[config.mk]
export PLATFORM = sky130hd
export DESIGN_NAME = lin_brk_unit
export DESIGN_NICKNAME = d
export VERILOG_FILES = /design/src/rtl/lin_brk_pkg.sv /design/src/rtl/lin_brk_rx.sv /design/src/rtl/lin_brk_tx.sv /design/src/rtl/lin_brk_regs.sv /design/src/rtl/lin_brk_unit.sv
export SDC_FILE = /design/constraint.sdc
export NUM_CORES = 1
export LEC_CHECK = 0
export BUFFER_PORTS_ARGS = -buffer_cell sky130_fd_sc_hd__buf_4
export CAP_MARGIN = 30
export CORE_MARGIN = 2
export CORE_UTILIZATION = 54
export DETAILED_ROUTE_END_ITERATION = 10
export GPL_TIMING_DRIVEN = 1
export PLACE_DENSITY = 0.73
export RECOVER_POWER = 25
export SLEW_MARGIN = 10
export SYNTH_ARGS = -nofsm -noshare
export SYNTH_HDL_FRONTEND = slang
export SYNTH_SLANG_ARGS = --single-unit
[constraint.sdc]
create_clock -name clk_i -period 1.8 [get_ports clk_i]
set_clock_uncertainty 0.05 [all_clocks]
set_input_delay 0.36 -clock clk_i [delete_from_list [all_inputs] [get_ports clk_i]]
set_output_delay 0.36 -clock clk_i [all_outputs]
set_load 0.01 [all_outputs]
[src/rtl/lin_brk_pkg.sv]
package lin_brk_pkg;
    localparam int unsigned DET_BITS = 13;
    localparam int unsigned GEN_BASE = 13;
    localparam int unsigned LEN_W    = 2;
    localparam int unsigned CTR_W    = $clog2(GEN_BASE + (1 << LEN_W) + 1);
    localparam int unsigned CTRL_W   = LEN_W + 2;
    localparam int unsigned FLAG_POS = LEN_W;
    localparam int unsigned IE_POS   = LEN_W + 1;

    typedef logic [CTR_W-1:0] ctr_t;
    typedef logic [LEN_W-1:0] len_t;

    typedef struct packed {
        ctr_t cnt;
        logic armed;
    } rx_st_t;

    typedef struct packed {
        logic act;
        ctr_t cnt;
        ctr_t tgt;
    } tx_st_t;

    typedef struct packed {
        logic ie;
        logic flag;
        len_t len;
    } reg_st_t;
endpackage

[src/rtl/lin_brk_rx.sv]
module lin_brk_rx
    import lin_brk_pkg::*;
#(
    parameter int unsigned RUN_BITS = DET_BITS
) (
    input  logic clk_i,
    input  logic rst_ni,
    input  logic tick_i,
    input  logic rx_i,
    output logic det_set_o
);
    localparam ctr_t LAST = ctr_t'(RUN_BITS - 1);

    rx_st_t st_d, st_q;

    always_comb begin
        st_d      = st_q;
        det_set_o = 1'b0;
        if (tick_i) begin
            if (rx_i) begin
                st_d.cnt   = '0;
                st_d.armed = 1'b1;
            end else if (st_q.armed) begin
                if (st_q.cnt == LAST) begin
                    det_set_o  = 1'b1;
                    st_d.armed = 1'b0;
                    st_d.cnt   = '0;
                end else begin
                    st_d.cnt = st_q.cnt + 1'b1;
                end
            end
        end
    end

    always_ff @(posedge clk_i or negedge rst_ni) begin
        if (!rst_ni) begin
            st_q.cnt   <= '0;
            st_q.armed <= 1'b1;
        end else begin
            st_q <= st_d;
        end
    end
endmodule

[src/rtl/lin_brk_tx.sv]
module lin_brk_tx
    import lin_brk_pkg::*;
#(
    parameter int unsigned BASE_BITS = GEN_BASE
) (
    input  logic clk_i,
    input  logic rst_ni,
    input  logic tick_i,
    input  logic req_i,
    input  len_t len_i,
    output logic tx_o
);
    tx_st_t st_d, st_q;

    always_comb begin
        st_d = st_q;
        if (!st_q.act) begin
            if (req_i) begin
                st_d.act = 1'b1;
                st_d.cnt = '0;
                st_d.tgt = ctr_t'(BASE_BITS) + ctr_t'(len_i);
            end
        end else if (tick_i) begin
            if (st_q.cnt == st_q.tgt - 1'b1) begin
                st_d.act = 1'b0;
                st_d.cnt = '0;
            end else begin
                st_d.cnt = st_q.cnt + 1'b1;
            end
        end
    end

    assign tx_o = ~st_q.act;

    always_ff @(posedge clk_i or negedge rst_ni) begin
        if (!rst_ni) begin
            st_q <= '0;
        end else begin
            st_q <= st_d;
        end
    end
endmodule

[src/rtl/lin_brk_regs.sv]
module lin_brk_regs
    import lin_brk_pkg::*;
(
    input  logic              clk_i,
    input  logic              rst_ni,
    input  logic              wr_i,
    input  logic [CTRL_W-1:0] wd_i,
    input  logic              rd_i,
    input  logic              rmw_i,
    input  logic              det_set_i,
    output logic [CTRL_W-1:0] rd_data_o,
    output len_t              len_o,
    output logic              flag_o,
    output logic              irq_o
);
    reg_st_t st_d, st_q;

    always_comb begin
        st_d = st_q;
        if (wr_i) begin
            st_d.ie  = wd_i[IE_POS];
            st_d.len = wd_i[LEN_W-1:0];
            if (!wd_i[FLAG_POS]) begin
                st_d.flag = 1'b0;
            end
        end
        if (det_set_i) begin
            st_d.flag = 1'b1;
        end
    end

    always_comb begin
        rd_data_o = '0;
        if (rd_i) begin
            rd_data_o = {st_q.ie, st_q.flag | rmw_i, st_q.len};
        end
    end

    assign len_o  = st_q.len;
    assign flag_o = st_q.flag;
    assign irq_o  = st_q.flag & st_q.ie;

    always_ff @(posedge clk_i or negedge rst_ni) begin
        if (!rst_ni) begin
            st_q <= '0;
        end else begin
            st_q <= st_d;
        end
    end
endmodule

[src/rtl/lin_brk_unit.sv]
module lin_brk_unit
    import lin_brk_pkg::*;
(
    input  logic              clk_i,
    input  logic              rst_ni,
    input  logic              bit_tick_i,
    input  logic              rx_i,
    input  logic              brk_req_i,
    input  logic              reg_wr_i,
    input  logic              reg_rd_i,
    input  logic              reg_rmw_i,
    input  logic [CTRL_W-1:0] wr_data_i,
    output logic [CTRL_W-1:0] rd_data_o,
    output logic              tx_o,
    output logic              det_flag_o,
    output logic              irq_o
);
    logic det_set;
    len_t len_sel;

    lin_brk_rx #(.RUN_BITS(DET_BITS)) rx_i0 (
        .clk_i     (clk_i),
        .rst_ni    (rst_ni),
        .tick_i    (bit_tick_i),
        .rx_i      (rx_i),
        .det_set_o (det_set)
    );

    lin_brk_tx #(.BASE_BITS(GEN_BASE)) tx_i0 (
        .clk_i  (clk_i),
        .rst_ni (rst_ni),
        .tick_i (bit_tick_i),
        .req_i  (brk_req_i),
        .len_i  (len_sel),
        .tx_o   (tx_o)
    );

    lin_brk_regs regs_i0 (
        .clk_i     (clk_i),
        .rst_ni    (rst_ni),
        .wr_i      (reg_wr_i),
        .wd_i      (wr_data_i),
        .rd_i      (reg_rd_i),
        .rmw_i     (reg_rmw_i),
        .det_set_i (det_set),
        .rd_data_o (rd_data_o),
        .len_o     (len_sel),
        .flag_o    (det_flag_o),
        .irq_o     (irq_o)
    );
endmodule

# --- Word-level counts from Yosys, hierarchy flattened ---
# Index checks and enable logic that the tools add are counted.
totals:
  input_bits: 12
  register_bits: 21
  output_inout_bits: 7
  elab_cells: 43
  memories: 0
  mem_bits_ro: 0
  latch_bits: 0
  ram_bits: 0
classes:
  n_eq_ne: 4
  mux: 17
  n_bitwise: 3
  div_mod_pow: 0
  multipliers: 0
  shift: 0
  addsub: 4
  n_reduce_logical: 7
  magnitude_cmp: 0
op_table:
  columns: ["operator", "count"]
  rows:
  - ["two-way mux 6 bit", 4]
  - ["two-way mux 11 bit", 1]
  - ["adder 5 x 1 -> 5 bit, second input constant", 2]
  - ["two-way mux 5 bit", 2]
  - ["two-way mux 1 bit", 8]
  - ["AND reduction 2 bit", 4]
  - ["nonzero test 2 bit", 3]
  - ["adder 4 x 2 -> 5 bit, first input constant", 1]
  - ["== test 5 x 4 -> 1 bit, second input constant", 1]
  - ["== test 5 bit", 1]
  - ["subtractor 5 x 1 -> 5 bit, second input constant", 1]
  - ["two-way mux 4 bit", 1]
  - ["two-way mux 3 bit", 1]
  - ["inequality test 2 x 1 -> 1 bit, second input constant", 1]
  - ["inequality test 2 bit, second input constant", 1]
  - ["bitwise AND 1 bit", 1]
  - ["NOT 1 bit", 1]
  - ["bitwise OR 1 bit", 1]

# --- Logic depth before layout (Yosys ltp) ---
# Gate-level depths: netlist (run 1).
logic_depth:
  depth_word: 7
  mapped_depth: 7
  ltp_nobuf: 7

# --- Cells and area by module ---
# From an unflattened synthesis (run 1), not the netlist that was laid out.
unflattened:
  hier_cells: 114
  area_unflattened_um2: 1151.1
by_module_without_submodules:
  columns: ["module", "instances", "seq_area_each_um2", "cells_each", "area_each_um2"]
  rows:
  - ["lin_brk_tx", 1, 250.2, 60, 591.8]
  - ["lin_brk_rx", 1, 151.4, 38, 364.1]
  - ["lin_brk_regs", 1, 100.1, 16, 195.2]

# --- Least setup slack after synthesis (run 1) ---
# OpenSTA, ideal clock, no wires.
synth_path:
  path_type: "register to register"
  from: "reg tx_i0.st_q[0] (netlist bit)"
  to: "reg tx_i0.st_q[6] (netlist bit)"
  path_slack_ns: 0.127
  setup_time_ns: 0.133
  n_path_buf: 0
  t_arrival_ns: 1.490
  path_stages_with_launch: 8
  period_less_slack_ns: 1.673
  required_ns: 1.617
  cell_sequence: "dfrtp_1 -> inv_1 -> ha_1 -> ha_1 -> xor2_1 -> nand3_1 -> nor3_4 -> o21ai_0"
synth_via:
  elab_chain_cells: 5
synth_rtl:
  columns: ["element", "line_no", "text"]
  rows:
  - ["start, declared", "lin_brk_tx.sv:13", "tx_st_t st_d, st_q;"]
  - ["start signal, assigned", "lin_brk_tx.sv:39", "st_q <= st_d;"]
  - ["subtractor 5 x 1 -> 5 bit", "lin_brk_tx.sv:24", "if (st_q.cnt == st_q.tgt - 1'b1) begin"]
  - ["== test 5 bit", "lin_brk_tx.sv:24", null]
  - ["two-way mux 5 bit", "lin_brk_tx.sv:24", null]
  - ["two-way mux 6 bit", "lin_brk_tx.sv:23", "end else if (tick_i) begin"]
  - ["two-way mux 6 bit", "lin_brk_tx.sv:17", "if (!st_q.act) begin"]
# No other way between the ends. The select of a mux whose other input is x is not followed.
# A chain may end at the register's enable or synchronous reset.

==> out/metrics.csv, run 1 <==
stage,metric,value,unit
timing,worst-margin pin slew,1050,ps
final_layout,post-layout util,69.0,%
synthesis,post-synth top area cell,dfrtp_1,
setup_path,CP Depth,7,
run,max cap viols,0,
synthesis,Async SR Flop Fraction,100,%
hold_path,worst min path class,primary input to flip-flop,
global_route,number of global-route vias before repair,850,
global_route,largest net degree at the start of global routing,21,
place,DP Area,0.00127,mm^2
final_layout,fraction of layout cells with a size suffix above 1,24.8,%
setup_path,Slowest Stage Delay on Critical Path,380,ps
timing,Max Fclk,601,MHz
power_and_ir_drop,Peak supply drop,628,uV
timing,max_slew headroom,29.7,%
routing,via count,878,
cts,CTS sink cnt,20,
timing,min cycle time layout,1670,ps
setup_path,Crit path buffers/inverters,1,
floorplanning,Initial Utilization,56.5,%
synthesis,top_reg_cell synth,dfrtp_1,
routing,Initial DRC Count,19,
synthesis,Mapped Avg Cell Area,9.89,um^2
floorplanning,die area,0.00241,mm^2
setup_path,reg2reg path depth,7,
final_layout,final instance area,0.00134,mm^2
synthesis,"flops & latches, synth",20,
place,GP Congestion,0.797,
synthesis,post-synthesis cell type count,32,
routing,Post-Route WL,2030,um
timing,total negative setup slack,0,ps
synthesis,Post-synth top cells,"dfrtp_1, nand2_1, inv_1",
place,DPL Wire Length,1540,um
global_route,gr ovfl total,0,
outcome,status,"finished, final reports clean",
floorplanning,Die Y,49.1,um
routing,WL/cell,12.7,um
setup_path,critical path data required time,1930,ps
place,Port Buffer Count,18,
cts,clk root buf,clkbuf_4,
floorplanning,FP Rows,16,
final_layout,n_diodes,0,
final_layout,Area Overhead vs Synth,22.1,%
cts,CTS tree,yes,
setup_path,CP max FO,6,
power_and_ir_drop,Pwr Total,0.00175,W
cts,Inserted Clock Buffers,3,
setup_path,slowest cell on the critical path,dfrtp_1,
synthesis,Mapped Nets,129,
setup_path,WS Path Type,flip-flop to flip-flop,
floorplanning,Die X,49.1,um
floorplanning,I/O pin total,19,
synthesis,Mapped Area,0.00110,mm^2
power_and_ir_drop,Leakage,0.619,nW
setup_path,CP arrival,1790,ps
synthesis,cells taking the most area after synthesis,"dfrtp_1, ha_1, xor2_1, mux2_2, nand2_1",
timing,fin crit share,92.5,%
cts,CTS Buffer Depth,2,
setup_path,"critical path, cell by cell",inv_2 -> ha_2 -> ha_4 -> xor2_1 -> nand3_1 -> nor3_4 -> a31oi_1,
routing,DR pass1 iterations,4,
synthesis,Syn Inst Count,111,
timing,Slew Limit Fails,0,
floorplanning,Core Region,0.00194,mm^2
cts,clk_lat worst skew,300,ps
synthesis,Synth top area share,43.3,%
global_route,first-pass GRT wire length,3500,um
synthesis,Post-synth EDFFs,0,
setup_path,critical path endpoint category,flip-flop,
synthesis,most common cell in the netlist,dfrtp_1,
synthesis,"Seq/Total Area, Yosys",45.7,%
global_route,GRT Util Overall,19.2,%
cts,Worst-path clk slew,120,ps
routing,# DRC,0,
power_and_ir_drop,pwr dens,1310,mW/mm^2
routing,final antenna-violating net count,0,
setup_path,startpoint types,flip-flop,
hold_path,hold depth,2,
final_layout,final net count,152,
routing,Vias/cell,5.49,
timing,hold_ws,233,ps
timing,final-report hold violation count,0,
cts,H-tree depth,1,
timing,final setup fails,0,
synthesis,Synth Warn #,0,
global_route,antenna violations before repair,0,
setup_path,"delay-heaviest family, CP",adder cells,
[final timing paths]
path                                              start                         to  slack (ps)
setup reg to reg              tx_i0.st_q[1]$_DFFE_PN0P_   tx_i0.st_q[10]$_DFF_PN0_         130
min in group asynchronous                        rst_ni  tx_i0.st_q[7]$_DFFE_PN0P_         710
max in group asynchronous                        rst_ni  tx_i0.st_q[4]$_DFFE_PN0P_         360
hold reg to reg            regs_i0.len_o[0]$_DFFE_PN0P_  tx_i0.st_q[0]$_DFFE_PN0P_         470
setup / recovery              tx_i0.st_q[1]$_DFFE_PN0P_   tx_i0.st_q[10]$_DFF_PN0_         130
hold / removal                                     rx_i  rx_i0.st_q[4]$_DFFE_PN0P_         230
[registers in the layout (all words and copies together), names as in the netlist]
register / count
rx_i0.st_q: 6
tx_i0.st_q: 10
regs_i0.len_o: 2
regs_i0.st_q: 1
regs_i0.flag_o: 1
[power by group]
group | switching, W | internal (W)
Combinational | 0.000322 | 0.000323
Sequential | 0.000153 | 0.000584
Clock | 0.000143 | 0.000225
[cell type report]
cell class	instances	area, um^2
clock buffers	3	22.5
clock inverters	1	30.0
fillers	172	602
inverters	9	33.8
multi-input cells	79	562
flip-flops and latches	20	502
well taps	27	33.8
repair buffers	21	156
[logic make-up after synthesis]
family / Yosys count / share of synthesized area, %
simple gates: 34 / 16.4
compound gates: 27 / 16.1
flops: 20 / 45.7
buf+inv: 12 / 4.45
xor+xnor: 8 / 6.39
fa+ha+maj: 6 / 6.84
mux: 4 / 4.10
[metrics by stage]
step           cells  worst slack, ps
6_report         160              135
5_1_grt          160            -33.8
4_1_cts          160             27.4
3_5_place_dp     155             38.1
3_3_place_gp     155              107
2_1_floorplan    111              127
[per-layer routing]
layer	vias up	track usage, %	wire length (um)
met1	423	21.5	875
met5	-	0	0
li1	432	-	-
met4	0	10.0	34
met3	4	2.76	49
met2	19	34.9	1070
[layout by cell type (no fill, tap or decap), drive strengths merged, types with 4 or more instances in the layout]
master	synthesis	layout
buf	2	19
dfrtp	19	19
nand2	11	11
inv	9	9
xor2	6	6
nor2	6	6
a21oi	6	6
o21ai	6	6
ha	6	6
nand3	5	5
and2	4	4
mux2	4	4
clkbuf	1	4
[timing repair]
action,CTS,global route
hold endpoints to repair,19,0
setup buffers,0,0
hold buffers,1,0
endpoints found under the setup margin,0,6
gates resized for setup,0,4
Note: power is estimated with default switching activity, not from simulation.
==> inputs of run 2 (changes only) <==
--- a/config.mk
+++ b/config.mk
@@ -12,7 +12,6 @@
 export DETAILED_ROUTE_END_ITERATION = 10
 export GPL_TIMING_DRIVEN = 1
 export PLACE_DENSITY = 0.73
-export RECOVER_POWER = 25
 export SLEW_MARGIN = 10
 export SYNTH_ARGS = -nofsm -noshare
 export SYNTH_HDL_FRONTEND = slang
==> out/metrics.csv, run 2 (synthesis gave the netlist of run 1 again) <==
stage,metric,value,unit
setup_path,Slowest Stage Delay on Critical Path,380,ps
cts,H-tree depth,1,
global_route,number of global-route vias before repair,850,
final_layout,n_diodes,0,
setup_path,CP arrival,1800,ps
cts,CTS tree,yes,
power_and_ir_drop,pwr dens,1300,mW/mm^2
floorplanning,die area,0.00241,mm^2
cts,clk root buf,clkbuf_4,
setup_path,WS Path Type,flip-flop to flip-flop,
final_layout,final instance area,0.00134,mm^2
timing,final setup fails,0,
routing,Initial DRC Count,18,
outcome,status,"finished, final reports clean",
cts,CTS sink cnt,20,
timing,max_slew headroom,81.8,%
setup_path,critical path endpoint category,flip-flop,
timing,Slew Limit Fails,0,
global_route,met2 Usage GRT,34.9,%
timing,final-report hold violation count,0,
setup_path,slowest cell on the critical path,dfrtp_1,
floorplanning,Die Y,49.1,um
cts,clk_lat worst skew,300,ps
routing,via count,869,
timing,min cycle time layout,1670,ps
floorplanning,Core Region,0.00194,mm^2
place,DP Area,0.00127,mm^2
place,Port Buffer Count,18,
global_route,gr ovfl total,0,
cts,Post-CTS Setup Bufs,0,
place,dpl cells,155,
global_route,GRT busiest layer,met2,
final_layout,max FFs per register,10,
routing,# DRC,0,
final_layout,Layout Cells excl Fill,160,
power_and_ir_drop,Leakage,0.622,nW
final_layout,fraction of layout cells with a size suffix above 1,25.6,%
floorplanning,Initial Utilization,56.5,%
routing,DR pass1 iterations,6,
timing,Max Fclk,597,MHz
routing,final antenna-violating net count,0,
final_layout,most flop-heavy register,tx_i0.st_q,
timing,worst-margin pin slew,271,ps
global_route,largest net degree at the start of global routing,21,
hold_path,worst min path class,primary input to flip-flop,
setup_path,startpoint types,flip-flop,
cts,Inserted Clock Buffers,3,
setup_path,critical path data required time,1930,ps
global_route,GRT met1 Usage,21.5,%
power_and_ir_drop,Peak supply drop,625,uV
final_layout,most frequent cells in the layout,"buf_4, dfrtp_1, nand2_1",
routing,Vias/cell,5.43,
timing,fin crit share,93.0,%
setup_path,"critical path, cell by cell",inv_2 -> ha_2 -> ha_4 -> xor2_1 -> nand3_1 -> nor3_4 -> a31oi_1,
timing,total negative setup slack,0,ps
global_route,M3 GR Usage,2.76,%
cts,CTS Buffer Depth,2,
final_layout,final net count,152,
global_route,GRT Util Overall,19.2,%
place,GP Congestion,0.797,
final_layout,"commonest non-fill, non-tap cell in the layout",buf_4,
global_route,antenna violations before repair,0,
global_route,first-pass GRT wire length,3500,um
cts,Worst-path clk slew,120,ps
final_layout,post-layout util,69.2,%
floorplanning,Die X,49.1,um
floorplanning,FP Rows,16,
run,max cap viols,0,
routing,Post-Route WL,2020,um
routing,WL/cell,12.6,um
final_layout,Area Overhead vs Synth,22.5,%
setup_path,CP max FO,6,
place,DPL Wire Length,1540,um
floorplanning,I/O pin total,19,
==> run 2: cell count changes in the layout (fill, tap and decap cells not counted) <==
| cell | change |
|---|---|
| buf_4 | +1 |
| clkbuf_1 | -1 |
==> run 2: worst paths after layout <==
path                       cells past startpoint                    startpoint  slack, ps                   endpoint
max                                            7     tx_i0.st_q[1]$_DFFE_PN0P_        130   tx_i0.st_q[10]$_DFF_PN0_
min                                            2                          rx_i        230  rx_i0.st_q[4]$_DFFE_PN0P_
max reg2reg                                    7     tx_i0.st_q[1]$_DFFE_PN0P_        130   tx_i0.st_q[10]$_DFF_PN0_
min reg2reg                                    1  regs_i0.len_o[0]$_DFFE_PN0P_        470  tx_i0.st_q[0]$_DFFE_PN0P_
max in group asynchronous                      2                        rst_ni       1020  rx_i0.st_q[0]$_DFFE_PN1P_
min in group asynchronous                      2                        rst_ni        410  tx_i0.st_q[7]$_DFFE_PN0P_
==> run 2: stage by stage <==
stage               total power, W  hold WS, ps  setup slack, ps
floorplan                  0.00119         14.4              127
global placement           0.00134          203              107
detailed placement         0.00137          204             38.1
CTS                        0.00174          219             27.4
global route               0.00190          221            -33.8
finish                     0.00175          234              126
==> run 2: power breakdown <==
group / leakage, nW / internal, W / switching, W
registers: 0.246 / 0.000584 / 0.000153
clock network: 0.0279 / 0.000225 / 0.000142
logic: 0.349 / 0.000324 / 0.000323
total: 0.622 / 0.00113 / 0.000617
==> run 2: final cells by class <==
cell class	instances	area [um^2]
fillers	170	598
multi-input cells	79	562
flip-flops and latches	20	502
repair buffers	21	160
inverters	9	33.8
well taps	27	33.8
clock inverters	1	30.0
clock buffers	3	22.5
==> run 2: routing by layer <==
layer / part of all wire [%] / routed length, um / vias to the layer above
li1: - / - / 432
met1: 43 / 876 / 417
met2: 52 / 1060 / 16
met3: 2.3 / 47 / 4
met4: 1.7 / 34 / 0
met5: 0 / 0 / -
==> run 2: worst max-delay path, delay by kind of cell (launching register included) <==
| kind | cells | cell delay [ps] |
|---|---|---|
| AOI/OAI and AO/OA | 1 | 130 |
| xor gates and xnor gates | 1 | 140 |
| adders and majority gates | 2 | 430 |
| buffers and inverters | 1 | 40 |
| DFF | 1 | 380 |
| and+or+nand+nor | 2 | 370 |
==> run 2: timing repair <==
action,in CTS,in global routing
resized for setup,0,4
endpoints found under the hold margin,19,0
hold buffers,1,0
endpoints found under the setup margin,0,6
==> inputs of run 3 (changes only) <==
--- a/config.mk
+++ b/config.mk
@@ -8,10 +8,10 @@
 export BUFFER_PORTS_ARGS = -buffer_cell sky130_fd_sc_hd__buf_4
 export CAP_MARGIN = 30
 export CORE_MARGIN = 2
-export CORE_UTILIZATION = 54
+export CORE_UTILIZATION = 58
 export DETAILED_ROUTE_END_ITERATION = 10
 export GPL_TIMING_DRIVEN = 1
-export PLACE_DENSITY = 0.73
+export PLACE_DENSITY = 0.78
 export SLEW_MARGIN = 10
 export SYNTH_ARGS = -nofsm -noshare
 export SYNTH_HDL_FRONTEND = slang
==> constraint.sdc (replaced) <==
create_clock -name clk_i -period 2.1 [get_ports clk_i]
set_clock_uncertainty 0.05 [all_clocks]
set_input_delay 0.21 -clock clk_i [delete_from_list [all_inputs] [get_ports clk_i]]
set_output_delay 0.21 -clock clk_i [all_outputs]
set_load 0.01 [all_outputs]
==> out/metrics.csv, run 3 (synthesis gave the netlist of run 1 again) <==
stage,metric,value,unit
final_layout,final net count,151,
routing,Initial DRC Count,20,
final_layout,Area Overhead vs Synth,18.7,%
floorplanning,I/O pin total,19,
setup_path,Slowest Stage Delay on Critical Path,420,ps
cts,Inserted Clock Buffers,3,
setup_path,CP max FO,6,
final_layout,FF+latch area,502,um^2
timing,max_slew headroom,82.4,%
timing,Max Fclk,549,MHz
setup_path,WS Path Type,flip-flop to flip-flop,
final_layout,n_diodes,0,
timing,final setup fails,0,
global_route,gr ovfl total,0,
power_and_ir_drop,Comb pwr share,36.8,%
final_layout,most frequent cells in the layout,"buf_4, dfrtp_1, nand2_1",
hold_path,worst min path class,primary input to flip-flop,
floorplanning,Core Region,0.00175,mm^2
final_layout,most flop-heavy register,tx_i0.st_q,
power_and_ir_drop,Switching Share,37.9,%
floorplanning,Initial Utilization,62.9,%
final_layout,post-layout util,74.6,%
setup_path,"critical path, cell by cell",inv_1 -> ha_1 -> ha_1 -> xor2_1 -> nand3_1 -> nor3_4 -> o21ai_0,
power_and_ir_drop,pwr dens,1060,mW/mm^2
timing,min cycle time layout,1820,ps
place,Port Buffer Count,18,
cts,Post-CTS Setup Bufs,0,
cts,CTS sink cnt,20,
routing,via count,874,
power_and_ir_drop,Leakage,0.614,nW
setup_path,CP arrival,1960,ps
place,DPL Wire Length,1630,um
cts,H-tree depth,1,
setup_path,Critical Path Most Common Cell,ha_1,
global_route,GRT Util Overall,21.6,%
cts,Worst-path clk slew,120,ps
setup_path,startpoint types,flip-flop,
place,GP Congestion,0.800,
timing,total negative setup slack,0,ps
timing,final-report hold violation count,0,
power_and_ir_drop,Clock Power Share,16.3,%
routing,Post-Route WL,2130,um
routing,Vias/cell,5.57,
cts,CTS Buffer Depth,2,
outcome,status,"finished, final reports clean",
global_route,number of global-route vias before repair,830,
routing,WL/cell,13.5,um
routing,# DRC,0,
final_layout,fraction of layout cells with a size suffix above 1,22.7,%
setup_path,"delay-heaviest family, CP",adder cells,
floorplanning,Die X,47.5,um
floorplanning,FP Rows,15,
final_layout,Multi-input gate area,547,um^2
power_and_ir_drop,P_sw,0.000522,W
power_and_ir_drop,Peak supply drop,490,uV
floorplanning,Die Y,47.5,um
cts,clk_lat worst skew,300,ps
cts,CTS tree,yes,
global_route,first-pass GRT wire length,3330,um
setup_path,critical path data required time,2230,ps
timing,unrepaired setup endpoints after global routing,false,
setup_path,Crit path buffers/inverters,1,
global_route,largest net degree at the start of global routing,21,
routing,final antenna-violating net count,0,
final_layout,fill count,137,
power_and_ir_drop,Reg power frac,46.8,%
timing,Slew Limit Fails,0,
cts,clk root buf,clkbuf_4,
run,max cap viols,0,
setup_path,slowest cell on the critical path,dfrtp_1,
timing,fin crit share,86.8,%
setup_path,R2R setup slack,280,ps
timing,worst-margin pin slew,261,ps
global_route,antenna violations before repair,0,
power_and_ir_drop,internal power consumption,0.000857,W
setup_path,critical path endpoint category,flip-flop,
routing,DR pass1 iterations,4,
final_layout,max FFs per register,10,
floorplanning,die area,0.00226,mm^2
-- run 3: power by group through the flow --
| stage | sequential [W] | clock [W] | combinational [W] |
|---|---|---|---|
| detailed placement | 0.000653 | 0 | 0.000510 |
| CTS | 0.000646 | 0.000228 | 0.000517 |
| global route | 0.000664 | 0.000245 | 0.000580 |
| global placement | 0.000643 | 0 | 0.000490 |
| floorplan | 0.000604 | 0 | 0.000416 |
| finish | 0.000645 | 0.000225 | 0.000508 |
-- run 3: through the flow --
stage / std cells / setup WS, ps / cell area, um^2 / hold WS (ps) / total power [W]
2_1_floorplan: 111 / 427 / 1100 / -136 / 0.00102
3_3_place_gp: 152 / 344 / 1260 / 50.0 / 0.00113
3_5_place_dp: 152 / 280 / 1260 / 52.1 / 0.00116
4_1_cts: 157 / 250 / 1300 / 66.5 / 0.00139
5_1_grt: 157 / 149 / 1300 / 71.1 / 0.00149
6_report: 157 / 278 / 1300 / 73.5 / 0.00138
-- run 3: path summary, 6_finish.rpt --
kind                                               from                         to  cells past startpoint
setup / recovery              tx_i0.st_q[0]$_DFFE_PN0P_  tx_i0.st_q[6]$_DFFE_PN0P_                      7
hold / removal                                     rx_i  rx_i0.st_q[4]$_DFFE_PN0P_                      2
setup reg to reg              tx_i0.st_q[0]$_DFFE_PN0P_  tx_i0.st_q[6]$_DFFE_PN0P_                      7
hold reg to reg            regs_i0.len_o[0]$_DFFE_PN0P_  tx_i0.st_q[0]$_DFFE_PN0P_                      1
max in group asynchronous                        rst_ni  rx_i0.st_q[0]$_DFFE_PN1P_                      2
min in group asynchronous                        rst_ni  tx_i0.st_q[9]$_DFFE_PN0P_                      2
-- run 3: area by class of cell --
class	count	area share, %
well taps	25	2.40
flip-flops and latches	20	38.5
clock buffers	4	2.79
inverters	9	2.59
multi-input cells	79	42.0
repair buffers	20	11.7
-- run 3: per-layer routing --
| layer | global-route usage, % | up-vias | part of all wire [%] |
|---|---|---|---|
| met3 | 3.40 | 4 | 1.6 |
| met5 | 0 | - | 0 |
| met4 | 10.0 | 0 | 1.7 |
| met2 | 38.9 | 13 | 54 |
| li1 | - | 433 | - |
| met1 | 24.8 | 424 | 42 |
-- run 3: timing repair --
item,in CTS,in global routing
hold buffers,1,0
endpoints found under the hold margin,20,0
gates resized for setup,0,0
